[config.mk]
export PLATFORM = sky130hd
export DESIGN_NAME = apb_range_decoder
export DESIGN_NICKNAME = d
export VERILOG_FILES = /design/src/rtl/ard_pkg.sv /design/src/rtl/ard_ctrl.sv /design/src/rtl/ard_dpath.sv /design/src/rtl/apb_range_decoder.sv
export SDC_FILE = /design/constraint.sdc
export NUM_CORES = 1
export LEC_CHECK = 0
export ABC_AREA = 1
export BUFFER_PORTS_ARGS = -buffer_cell sky130_fd_sc_hd__buf_2
export CAP_MARGIN = 20
export CELL_PAD_IN_SITES_DETAIL_PLACEMENT = 1
export CELL_PAD_IN_SITES_GLOBAL_PLACEMENT = 1
export CORE_AREA = 2 2 161 163
export CTS_BUF_LIST = sky130_fd_sc_hd__clkbuf_16
export CTS_CLUSTER_DIAMETER = 30
export DETAILED_ROUTE_END_ITERATION = 10
export DIE_AREA = 0 0 163 165
export HOLD_SLACK_MARGIN = 0.08
export PLACE_DENSITY_LB_ADDON = 0.12
export SLEW_MARGIN = 20
export SYNTH_ARGS = -nofsm -noshare
export SYNTH_HDL_FRONTEND = slang
export SYNTH_SLANG_ARGS = --single-unit
[constraint.sdc]
create_clock -name pclk -period 2.1 [get_ports pclk]
set_clock_uncertainty 0.15 [all_clocks]
set_input_delay 0.315 -clock pclk [delete_from_list [all_inputs] [get_ports pclk]]
set_output_delay 0.315 -clock pclk [all_outputs]
set_load 0.01 [all_outputs]
[src/rtl/ard_pkg.sv]
package ard_pkg;

  // Strobes passed from the decode control to the registered datapath.
  typedef struct packed {
    logic capture;   // setup phase of a transfer
    logic devHit;    // shared high-order field matched
    logic rdStrobe;  // read inside the register window
    logic wrStrobe;  // write inside the register window
    logic idxOk;     // register index below the register count
  } decStrobe_t;

endpackage

[src/rtl/ard_ctrl.sv]
module ard_ctrl
  import ard_pkg::*;
#(
  parameter int ADDR_W     = 32,
  parameter int DATA_W     = 32,
  parameter int DEV_BITS   = 13,
  parameter int NUM_RANGES = 3,
  parameter logic [NUM_RANGES-1:0][ADDR_W-1:0] RANGE_BASE =
    {32'h0001_0000, 32'h0006_0000, 32'h0000_0000},
  parameter logic [NUM_RANGES-1:0][7:0] RANGE_FIELD_W = {8'd3, 8'd2, 8'd5},
  parameter int REG_RANGE  = 0,
  parameter int NUM_REGS   = 10,
  localparam int IDX_W     = $clog2(NUM_REGS),
  localparam int LANE_W    = $clog2(DATA_W / 8)
) (
  input  logic                  clk,
  input  logic                  rstn,
  input  logic [ADDR_W-1:0]     paddr,
  input  logic                  psel,
  input  logic                  penable,
  input  logic                  pwrite,
  output decStrobe_t            strb,
  output logic [NUM_RANGES-1:0] rangeHit,
  output logic [IDX_W-1:0]      regIdx
);

  localparam int FIELD_TOP = ADDR_W - DEV_BITS - 1;

  logic                  devHit;
  logic [NUM_RANGES-1:0] fieldHit;
  logic                  capture;
  logic                  unusedAddrBits;

  // Tier 1: the high-order field shared by every window.
  assign devHit = (paddr[ADDR_W-1 -: DEV_BITS] == RANGE_BASE[0][ADDR_W-1 -: DEV_BITS]);

  // Tier 2: a short field per window, sized by its own parameter.
  for (genvar g = 0; g < NUM_RANGES; g++) begin : gen_field
    localparam int FLO = FIELD_TOP - int'(RANGE_FIELD_W[g]) + 1;
    assign fieldHit[g] = (paddr[FIELD_TOP:FLO] == RANGE_BASE[g][FIELD_TOP:FLO]);
  end

  assign rangeHit = devHit ? fieldHit : '0;

  // Tier 3: word index inside the register window.
  assign regIdx  = paddr[LANE_W +: IDX_W];
  assign capture = psel & ~penable;

  // Offset bits between the index and the window field do not take part.
  assign unusedAddrBits = ^paddr;

  always_comb begin
    strb          = '0;
    strb.capture  = capture;
    strb.devHit   = devHit;
    strb.idxOk    = (32'(regIdx) < NUM_REGS);
    strb.rdStrobe = capture & ~pwrite & rangeHit[REG_RANGE];
    strb.wrStrobe = capture &  pwrite & rangeHit[REG_RANGE];
  end

  AST_FIELDS_DISJOINT: assert property (@(posedge clk) disable iff (!rstn)
    psel |-> $onehot0(rangeHit)) else $error("window fields overlap");

  AST_STROBE_EXCL: assert property (@(posedge clk) disable iff (!rstn)
    !(strb.rdStrobe && strb.wrStrobe)) else $error("read and write strobe together");

endmodule

[src/rtl/ard_dpath.sv]
module ard_dpath
  import ard_pkg::*;
#(
  parameter int DATA_W     = 32,
  parameter int NUM_RANGES = 3,
  parameter int REG_RANGE  = 0,
  parameter int NUM_REGS   = 10,
  localparam int IDX_W     = $clog2(NUM_REGS),
  localparam int LANE_W    = $clog2(DATA_W / 8)
) (
  input  logic                       clk,
  input  logic                       rstn,
  input  decStrobe_t                 strb,
  input  logic [NUM_RANGES-1:0]      rangeHit,
  input  logic [IDX_W-1:0]           regIdx,
  input  logic [LANE_W-1:0]          laneIn,
  input  logic [NUM_REGS*DATA_W-1:0] regBank,
  output logic                       devSel,
  output logic [NUM_RANGES-1:0]      rangeSel,
  output logic [NUM_REGS-1:0]        rdCe,
  output logic [NUM_REGS-1:0]        wrCe,
  output logic [LANE_W-1:0]          laneIdx,
  output logic [DATA_W-1:0]          rdData,
  output logic                       ready
);

  logic [NUM_REGS-1:0] rdCeNext;
  logic [NUM_REGS-1:0] wrCeNext;
  logic [DATA_W-1:0]   selWord;
  logic                rdValid;

  // One enable per register, each a compare against its own index.
  for (genvar i = 0; i < NUM_REGS; i++) begin : gen_ce
    assign rdCeNext[i] = strb.rdStrobe & strb.idxOk & (regIdx == IDX_W'(i));
    assign wrCeNext[i] = strb.wrStrobe & strb.idxOk & (regIdx == IDX_W'(i));
  end

  assign rdValid = strb.rdStrobe & strb.idxOk;

  always_comb begin
    selWord = '0;
    for (int i = 0; i < NUM_REGS; i++) begin
      if (regIdx == IDX_W'(i)) selWord = regBank[i*DATA_W +: DATA_W];
    end
  end

  always_ff @(posedge clk) begin
    if (!rstn) begin
      devSel   <= 1'b0;
      rangeSel <= '0;
      rdCe     <= '0;
      wrCe     <= '0;
      laneIdx  <= '0;
      rdData   <= '0;
      ready    <= 1'b0;
    end else begin
      devSel   <= strb.capture & strb.devHit;
      rangeSel <= strb.capture ? rangeHit : '0;
      rdCe     <= rdCeNext;
      wrCe     <= wrCeNext;
      if (strb.capture) laneIdx <= laneIn;
      rdData   <= rdValid ? selWord : '0;
      ready    <= strb.capture;
    end
  end

  AST_ONE_CS: assert property (@(posedge clk) disable iff (!rstn)
    $onehot0(rangeSel)) else $error("several window selects");

  AST_ONE_CE: assert property (@(posedge clk) disable iff (!rstn)
    $onehot0({rdCe, wrCe})) else $error("several chip-enables");

  AST_CS_NEEDS_DEV: assert property (@(posedge clk) disable iff (!rstn)
    (|rangeSel) |-> devSel) else $error("window select without device");

  AST_CE_IN_REG_RANGE: assert property (@(posedge clk) disable iff (!rstn)
    (|{rdCe, wrCe}) |-> rangeSel[REG_RANGE]) else $error("enable outside register window");

  AST_DATA_NEEDS_CE: assert property (@(posedge clk) disable iff (!rstn)
    (|rdData) |-> (|rdCe)) else $error("read data without read enable");

  AST_READY_PULSE: assert property (@(posedge clk) disable iff (!rstn)
    ready |=> !ready) else $error("ready longer than one cycle");

endmodule

[src/rtl/apb_range_decoder.sv]
module apb_range_decoder
  import ard_pkg::*;
#(
  parameter int ADDR_W     = 32,
  parameter int DATA_W     = 32,
  parameter int DEV_BITS   = 13,
  parameter int NUM_RANGES = 3,
  parameter logic [NUM_RANGES-1:0][ADDR_W-1:0] RANGE_BASE =
    {32'h0001_0000, 32'h0006_0000, 32'h0000_0000},
  parameter logic [NUM_RANGES-1:0][7:0] RANGE_FIELD_W = {8'd3, 8'd2, 8'd5},
  parameter int REG_RANGE  = 0,
  parameter int NUM_REGS   = 10,
  localparam int IDX_W     = $clog2(NUM_REGS),
  localparam int LANE_W    = $clog2(DATA_W / 8)
) (
  input  logic                       pclk,
  input  logic                       presetn,
  input  logic [ADDR_W-1:0]          paddr,
  input  logic                       psel,
  input  logic                       penable,
  input  logic                       pwrite,
  input  logic [NUM_REGS*DATA_W-1:0] regBank,
  output logic                       devSel,
  output logic [NUM_RANGES-1:0]      rangeSel,
  output logic [NUM_REGS-1:0]        rdCe,
  output logic [NUM_REGS-1:0]        wrCe,
  output logic [LANE_W-1:0]          laneIdx,
  output logic [DATA_W-1:0]          prdata,
  output logic                       pready
);

  decStrobe_t            decStrb;
  logic [NUM_RANGES-1:0] rangeHit;
  logic [IDX_W-1:0]      regIdx;

  ard_ctrl #(
    .ADDR_W        (ADDR_W),
    .DATA_W        (DATA_W),
    .DEV_BITS      (DEV_BITS),
    .NUM_RANGES    (NUM_RANGES),
    .RANGE_BASE    (RANGE_BASE),
    .RANGE_FIELD_W (RANGE_FIELD_W),
    .REG_RANGE     (REG_RANGE),
    .NUM_REGS      (NUM_REGS)
  ) u_ctrl (
    .clk      (pclk),
    .rstn     (presetn),
    .paddr    (paddr),
    .psel     (psel),
    .penable  (penable),
    .pwrite   (pwrite),
    .strb     (decStrb),
    .rangeHit (rangeHit),
    .regIdx   (regIdx)
  );

  ard_dpath #(
    .DATA_W     (DATA_W),
    .NUM_RANGES (NUM_RANGES),
    .REG_RANGE  (REG_RANGE),
    .NUM_REGS   (NUM_REGS)
  ) u_dpath (
    .clk      (pclk),
    .rstn     (presetn),
    .strb     (decStrb),
    .rangeHit (rangeHit),
    .regIdx   (regIdx),
    .laneIn   (paddr[LANE_W-1:0]),
    .regBank  (regBank),
    .devSel   (devSel),
    .rangeSel (rangeSel),
    .rdCe     (rdCe),
    .wrCe     (wrCe),
    .laneIdx  (laneIdx),
    .rdData   (prdata),
    .ready    (pready)
  );

endmodule

==> impl_metrics.csv, run 1 <==
group,metric,value,unit
pwr,power.clock.fraction,46.4,%
clock_network,insertion_delay,340,ps
pwr,vdd_drop_max,257,uV
sta,worst_hold_slack,73.9,ps
logic_synthesis,synth_compound_area_share,3.36,%
run,maxCapViolations,0,
pwr,fin_total_pwr,3650,uW
pwr,powerDensity,462,mW/mm2
logic_synthesis,syn_area,0.00476,mm2
clock_network,numCtsBuffers,9,
setup_path,path_class,"input pin to flip-flop",
sta,hold_violations,0,
setup_path,crit_buf_inv,4,
pwr,power.internal,2570,uW
logic_synthesis,synth_xor_area_share,0,%
clock_network,cts.path.max_buffers,2,
setup_path,crit_top_cell,"nand2_1",
global_routing,grt_max_degree,30,
pwr,p_sw_share,29.4,%
worst_hold_path,worstHoldPathType,"input pin to flip-flop",
logic_synthesis,synth-seq-area-share,24.8,%
die,die_h,165,um
setup_path,crit_slowest_cell,"dlygate4sd3_1",
sta,setup_viol,0,
setup_path,arrival,2110,ps
logic_synthesis,synth_nets,1212,
global_routing,grt_pass1_wl,42100,um
outcome,status,"finished clean",
sta,relSlewSlack,77.0,%
global_routing,gr-usage-all-layers,21.0,%
setup_path,path_max_fanout,5,
detailed_routing,antenna_left,0,
clock_network,clkTransAtPathRegs,60,ps
logic_synthesis,synth_warnings,0,
clock_network,cts_tree,"yes",
logic_synthesis,synth_top_family_by_area,"simple AND/OR/NAND/NOR gates",
pwr,pwr-share-comb,22.8,%
logic_synthesis,syn_avg_cell_area,5.57,um2
setup_path,start_kind,"input pin",
detailed_routing,num_vias,7115,
sta,period_share,94.7,%
detailed_routing,totalWireLength,29200,um
die,fp.dieW,163,um
sta,fmax,0.503,GHz
detailed_routing,drt_iter0_drc,302,
global_routing,antenna_found_initial,6,
layout,area_growth,65.8,%
clock_network,h-tree-depth,3,
logic_synthesis,synthAdderAreaFrac,0,%
logic_synthesis,synth.area.top_cells,"dfxtp_1 25%, nand2_1 21%, nand3_1 13%, nor2_1 9.1%, nand4_1 8.3%",
setup_path,slowest_delay,530,ps
sta,rsz0062_at_grt,"yes",
die,core,0.0250,mm2
layout,drive_gt1_share,38.8,%
sta,drv_slew,0,
clock_network,root_buffer,"clkbuf_16",
die,rows,58,
pwr,p_seq_share,30.8,%
detailed_routing,drtPass1Iterations,4,
detailed_routing,vias_per_cell,4.41,
place,place_congestion,0.822,
global_routing,grt_pass1_vias,7225,
logic_synthesis,synth_top_area_share,24.8,%
logic_synthesis,syn_inst,855,
detailed_routing,wl_per_cell,18.1,um
clock_network,clock_sinks,59,
pwr,power.leakage,0.00463,uW
sta,tightest_slew,344,ps
place,place_inst,1583,
logic_synthesis,synth-seq-cells,59,
logic_synthesis,synth.area.mux_share,0,%
die,initial_utilization,19.0,%
global_routing,grt-ovfl-total,0,
setup_path,crit_chain,"dlygate4sd3_1 > buf_2 > inv_1 > nor2_2 > nand3b_2 > nor2_4 > nand4_1 > buf_6 > nor2_1 > nand2_1 > nand2_1",
setup_path,worstPathRequired,2220,ps
logic_synthesis,synthSimpleGateAreaFrac,58.5,%
detailed_routing,drc,0,
setup_path,endpoint_kind,"flip-flop",
sta,fin_crit,1990,ps
place,hpwl,23700,um
die,io_pins,416,
setup_path,critical-path-top-delay-family,"buffers and inverters",
layout,fin_nets,1633,
logic_synthesis,synth.distinct_cells,25,
place,numPortBuffers,407,
logic_synthesis,yosys.area.top_type,"dfxtp_1",
pwr,p_sw,1070,uW
layout,layout.cells.non_filler,1615,
die,fp.dieArea,0.0269,mm2
[routing by layer]
metal | routed length [um] | track usage [%] | vias to the layer above
met1 | 11400 | 22.9 | 3246
met5 | 38 | 0 | -
met4 | 482 | 5.47 | 6
met3 | 2400 | 6.38 | 28
met2 | 14900 | 39.6 | 273
li1 | - | - | 3562
[synthesized netlist by cell type]
cell type / n
nor4_1: 1
nor4b_1: 1
or2_0: 18
nand2_1: 263
nand3b_2: 2
or2_2: 5
nor2_1: 115
nor4_4: 1
a21oi_1: 30
inv_2: 6
buf_2: 26
nand4_1: 63
nor2_4: 8
o21ai_0: 2
nand3_1: 122
clkbuf_1: 15
nor2_2: 6
nor3_1: 1
buf_1: 1
nand2_2: 3
buf_4: 4
buf_6: 1
inv_1: 101
dfxtp_1: 59
and2_4: 1
[cells by family after synthesis]
group                  Yosys count
AOI/OAI and AO/OA               32
and+or+nand+nor                610
buffers and inverters          154
DFF                             59
[power groups by stage]
| stage | Clock [uW] | Combinational (uW) | Sequential [uW] |
|---|---|---|---|
| floorplan | 0 | 305 | 1150 |
| global placement | 0 | 824 | 1150 |
| detailed placement | 0 | 829 | 1150 |
| CTS | 1750 | 848 | 1120 |
| global route | 1780 | 930 | 1120 |
| finish | 1690 | 830 | 1120 |
[state kept, by name, indices dropped and copies added (netlist names)]
| name | flops |
|---|---|
| u_dpath.devSel | 1 |
| u_dpath.laneIdx | 2 |
| u_dpath.rangeSel | 3 |
| u_dpath.rdCe | 10 |
| u_dpath.rdData | 32 |
| u_dpath.ready | 1 |
| u_dpath.wrCe | 10 |
[tightest hold or removal path, stage by stage]
cell	delay (ps)
buf_2	80
nand2_1	40
nand2_1	90
[area by class of cell]
cell class / instances / area (um2)
fillers: 3397 / 17100
clock buffers: 9 / 225
multi-input cells: 642 / 2980
well taps: 330 / 413
diodes: 4 / 10.0
repair buffers: 457 / 2580
clock inverters: 7 / 100
inverters: 107 / 402
flip-flops and latches: 59 / 1180
[layout by cell type, fill, tap and decap left out, types with 2 or more instances in the layout]
cell type	Yosys	layout
buf_6	1	2
or2_2	5	5
nand2_1	263	261
nor2_4	8	12
nand3_1	122	122
nor2_2	6	3
buf_2	26	407
diode_2	0	4
a21oi_1	30	30
nand3b_2	2	2
inv_1	101	101
buf_12	0	11
dfxtp_1	59	59
clkbuf_16	0	9
inv_2	6	6
nand2_2	3	4
or2_0	18	18
dlygate4sd3_1	0	11
nor2_1	115	114
bufinv_16	0	2
clkinv_4	0	3
nand4_1	63	63
o21ai_0	2	2
buf_4	4	26
[stage by stage]
| stage | instance area [um2] | util [%] | TNS [ps] | setup slack [ps] |
|---|---|---|---|---|
| 3_3_place_gp | 7430 | 29.7 | 0 | 101 |
| 3_5_place_dp | 7430 | 29.7 | 0 | 73.6 |
| 2_1_floorplan | 4760 | - | 0 | 499 |
| 6_report | 7900 | 31.5 | 0 | 110 |
| 5_1_grt | 7890 | 31.5 | -17.3 | -17.2 |
| 4_1_cts | 7870 | 31.4 | 0 | 98.8 |
[what timing repair did]
item | 4_1_cts | 5_1_grt
buffers inserted | 0 | 1
endpoints found under the hold margin | 8 | 0
hold buffers | 11 | 0
gates resized for setup | 0 | 3
endpoints found under the setup margin | 0 | 5
[worst paths after layout]
path / startpoint / to / slack, ps / cells past startpoint
worst min-delay path: regBank[312] / u_dpath.rdData[24] / 70 / 3
worst max register to register: u_dpath.laneIdx[0] / u_dpath.laneIdx[0] / 1400 / 2
worst max-delay path: presetn / u_dpath.rdData[24] / 110 / 11
worst min register to register: u_dpath.laneIdx[1] / u_dpath.laneIdx[1] / 340 / 2
Power figures use the tool's default switching activity.
==> run 2, diff against run 1 <==
Settings changed: ABC_AREA 1 to 0, CORE_AREA 2 2 161 163 to 2 2 164 166, DIE_AREA 0 0 163 165 to 0 0 166 168, PLACE_DENSITY set to 0.67, PLACE_DENSITY_LB_ADDON 0.12 to not set.
==> run 2 against run 1 <==
Against the previous run: count of clock-buffer cells in the layout is the same; global-route usage shrank 2.5 points; cell count shrank 15%; wire length shrank 7.2%; flip-flop and latch count is the same; cell area shrank 2.7%; critical path type unchanged; core utilization shrank 2.4 points; worst hold slack gained 26 ps; setup slack gained 110 ps; total power grew 3.1%; sequential power is essentially flat.
==> impl_metrics.csv, run 2 <==
group,metric,value,unit
setup_path,reg2reg_to,"u_dpath.laneIdx[1]",
logic_synthesis,syn_inst,600,
clock_network,clock_sinks,59,
global_routing,grt_max_degree,36,
logic_synthesis,synthSimpleGateAreaFrac,19.7,%
layout,drive_gt1_share,48.1,%
die,fp.dieW,166,um
pwr,p_sw,1170,uW
sta,worst_hold_slack,100,ps
worst_hold_path,worstHoldPathType,"input pin to flip-flop",
logic_synthesis,synth.area.mux_share,18.6,%
die,die_h,168,um
logic_synthesis,synth_top_family_by_area,"compound AO/OA/AOI/OAI gates",
detailed_routing,wl_per_cell,19.8,um
sta,fin_crit,1880,ps
pwr,powerDensity,489,mW/mm2
setup_path,start_kind,"input pin",
logic_synthesis,synthAdderAreaFrac,0,%
setup_path,worstPathRequired,2240,ps
setup_path,path_class,"input pin to flip-flop",
pwr,pwr-share-comb,28.3,%
sta,rsz0062_at_grt,"no",
sta,relSlewSlack,61.6,%
clock_network,root_buffer,"clkbuf_16",
pwr,power.leakage,0.00378,uW
pwr,p_sw_share,31.1,%
setup_path,path_max_fanout,3,
sta,drv_slew,0,
global_routing,grt-ovfl-total,0,
detailed_routing,num_vias,6513,
logic_synthesis,syn_area,0.00457,mm2
detailed_routing,drtPass1Iterations,5,
clock_network,ctsResizeCount,0,
place,dp_slack,-72.3,ps
logic_synthesis,synth.distinct_cells,41,
logic_synthesis,syn_avg_cell_area,7.62,um2
sta,hold_violations,0,
logic_synthesis,yosys.area.top_type,"dfxtp_1",
detailed_routing,vias_per_cell,4.75,
pwr,p_seq_share,29.9,%
detailed_routing,drt_iter0_drc,320,
setup_path,reg2reg_depth,3,
logic_synthesis,async_flop_share,0,%
clock_network,numCtsBuffers,9,
layout,mostFrequentLayoutCells,"406 x buf_2, 77 x mux2i_1, 66 x o22ai_1",
clock_network,cts.path.max_buffers,2,
pwr,power.internal,2590,uW
detailed_routing,antenna_left,0,
global_routing,grt_pass1_wl,39900,um
place,hpwl,22000,um
logic_synthesis,synth_most_common_cell,"mux2i_1",
die,initial_utilization,17.4,%
clock_network,h-tree-depth,3,
detailed_routing,drc,0,
layout,fill_cells,3369,
setup_path,r2r_slack,790,ps
place,numPortBuffers,407,
setup_path,worstReg2RegStart,"u_dpath.laneIdx[1]",
run,maxCapViolations,0,
logic_synthesis,synth_xor_area_share,0,%
worst_hold_path,hp-start,"regBank[290]",
pwr,power.clock.fraction,41.8,%
worst_hold_path,min_delay_path_depth,3,
layout,largest_reg_flops,32,
global_routing,antenna_found_initial,0,
sta,tightest_slew,576,ps
die,fp.dieArea,0.0279,mm2
die,io_pins,416,
logic_synthesis,synth_enable_flop_cells,0,
logic_synthesis,synth_commonest_cells,"77 x mux2i_1, 66 x o22ai_1, 63 x nand2_1",
place,place_congestion,0.874,
sta,worst_slack,220,ps
clock_network,cts_tree,"yes",
logic_synthesis,synth_nets,957,
global_routing,gr-usage-all-layers,18.5,%
logic_synthesis,synth_warnings,0,
sta,fmax,0.532,GHz
pwr,vdd_drop_max,260,uV
logic_synthesis,synth-seq-cells,59,
logic_synthesis,synth_compound_area_share,29.2,%
logic_synthesis,synth-seq-area-share,25.8,%
logic_synthesis,ys.flop_type,"dfxtp_1",
layout,area_growth,68.0,%
sta,period_share,89.5,%
logic_synthesis,synth_top_area_share,25.8,%
sta,setup_viol,0,
outcome,status,"finished clean",
clock_network,insertion_delay,340,ps
layout,reg_top3,"u_dpath.rdData: 32 flops, u_dpath.rdCe: 10 flops, u_dpath.wrCe: 10 flops",
global_routing,grt_pass1_vias,6927,
detailed_routing,totalWireLength,27100,um
die,core,0.0264,mm2
logic_synthesis,synth.area.top_cells,"dfxtp_1 26%, mux2i_1 17%, o22ai_1 9.0%, o21ai_0 6.8%, nand2_1 5.2%",
setup_path,endpoint_kind,"flip-flop",
die,rows,60,
layout,antenna_cells,0,
setup_path,arrival,2020,ps
layout,regMostFlops,"u_dpath.rdData",
layout,fin_nets,1381,
layout,final_common_cell,"buf_2",
clock_network,clkTransAtPathRegs,70,ps
worst_hold_path,min_to,"u_dpath.rdData[2]",
run 2: kinds of logic after synthesis:
kind of cell | count (synthesis)
DFF | 59
AOI/OAI and AO/OA | 209
muxes | 82
and+or+nand+nor | 184
buffers and inverters | 66
run 2: metrics by stage:
step | total power (uW) | setup TNS (ps) | util [%] | instances | instance area (um2)
2_1_floorplan | 1620 | 0 | - | 600 | 4570
3_3_place_gp | 2190 | -402 | 27.7 | 1346 | 7300
3_5_place_dp | 2210 | -930 | 27.7 | 1346 | 7300
4_1_cts | 3850 | 0 | 29.2 | 1370 | 7680
5_1_grt | 3980 | 0 | 29.2 | 1370 | 7680
6_report | 3760 | 0 | 29.2 | 1370 | 7680
run 2: power groups by stage:
stage / registers (uW) / clock network [uW] / logic [uW]
3_5_place_dp: 1150 / 0 / 1060
5_1_grt: 1120 / 1690 / 1170
2_1_floorplan: 1150 / 0 / 475
4_1_cts: 1120 / 1650 / 1070
6_report: 1120 / 1570 / 1070
3_3_place_gp: 1150 / 0 / 1050
run 2: critical path, stage by stage:
cell           delay [ps]
buf_2                 110
or4_4                 550
buf_4                 150
nor2_1                190
and3_1                170
dlygate4sd3_1         530
run 2: how the worst max path moves through the flow:
stage | to | cells past startpoint | slack, ps | from
6_report | u_dpath.rangeSel[1] | 6 | 220 | paddr[20]
5_1_grt | u_dpath.rangeSel[1] | 7 | 160 | paddr[19]
4_1_cts | u_dpath.rangeSel[1] | 6 | 240 | paddr[20]
3_5_place_dp | u_dpath.rdData[31] | 5 | -70 | paddr[3]
3_3_place_gp | u_dpath.rdData[31] | 5 | -80 | paddr[3]
2_1_floorplan | u_dpath.rdData[0] | 6 | 180 | paddr[20]
run 2: area by class of cell:
| cell class | instances | area [um2] | share of cell area, % |
|---|---|---|---|
| repair buffers | 473 | 2660 | 34.6 |
| multi-input cells | 475 | 3100 | 40.3 |
| clock inverters | 7 | 76.3 | 0.993 |
| clock buffers | 9 | 225 | 2.93 |
| well taps | 341 | 427 | 5.55 |
| flip-flops and latches | 59 | 1180 | 15.4 |
| inverters | 6 | 22.5 | 0.293 |
run 2: metal layers:
layer	part of all wire, %	up-vias	wire length, um	track usage [%]
li1	-	3113	-	-
met1	42	3083	11300	22.2
met2	50	278	13700	33.3
met3	5.6	39	1510	3.53
met4	2.3	0	618	6.20
met5	0	-	0	0
run 2: repair_timing:
action | 4_1_cts | 5_1_grt
endpoints found under the hold margin | 7 | 0
hold buffers | 8 | 0
buffers inserted | 0 | 0
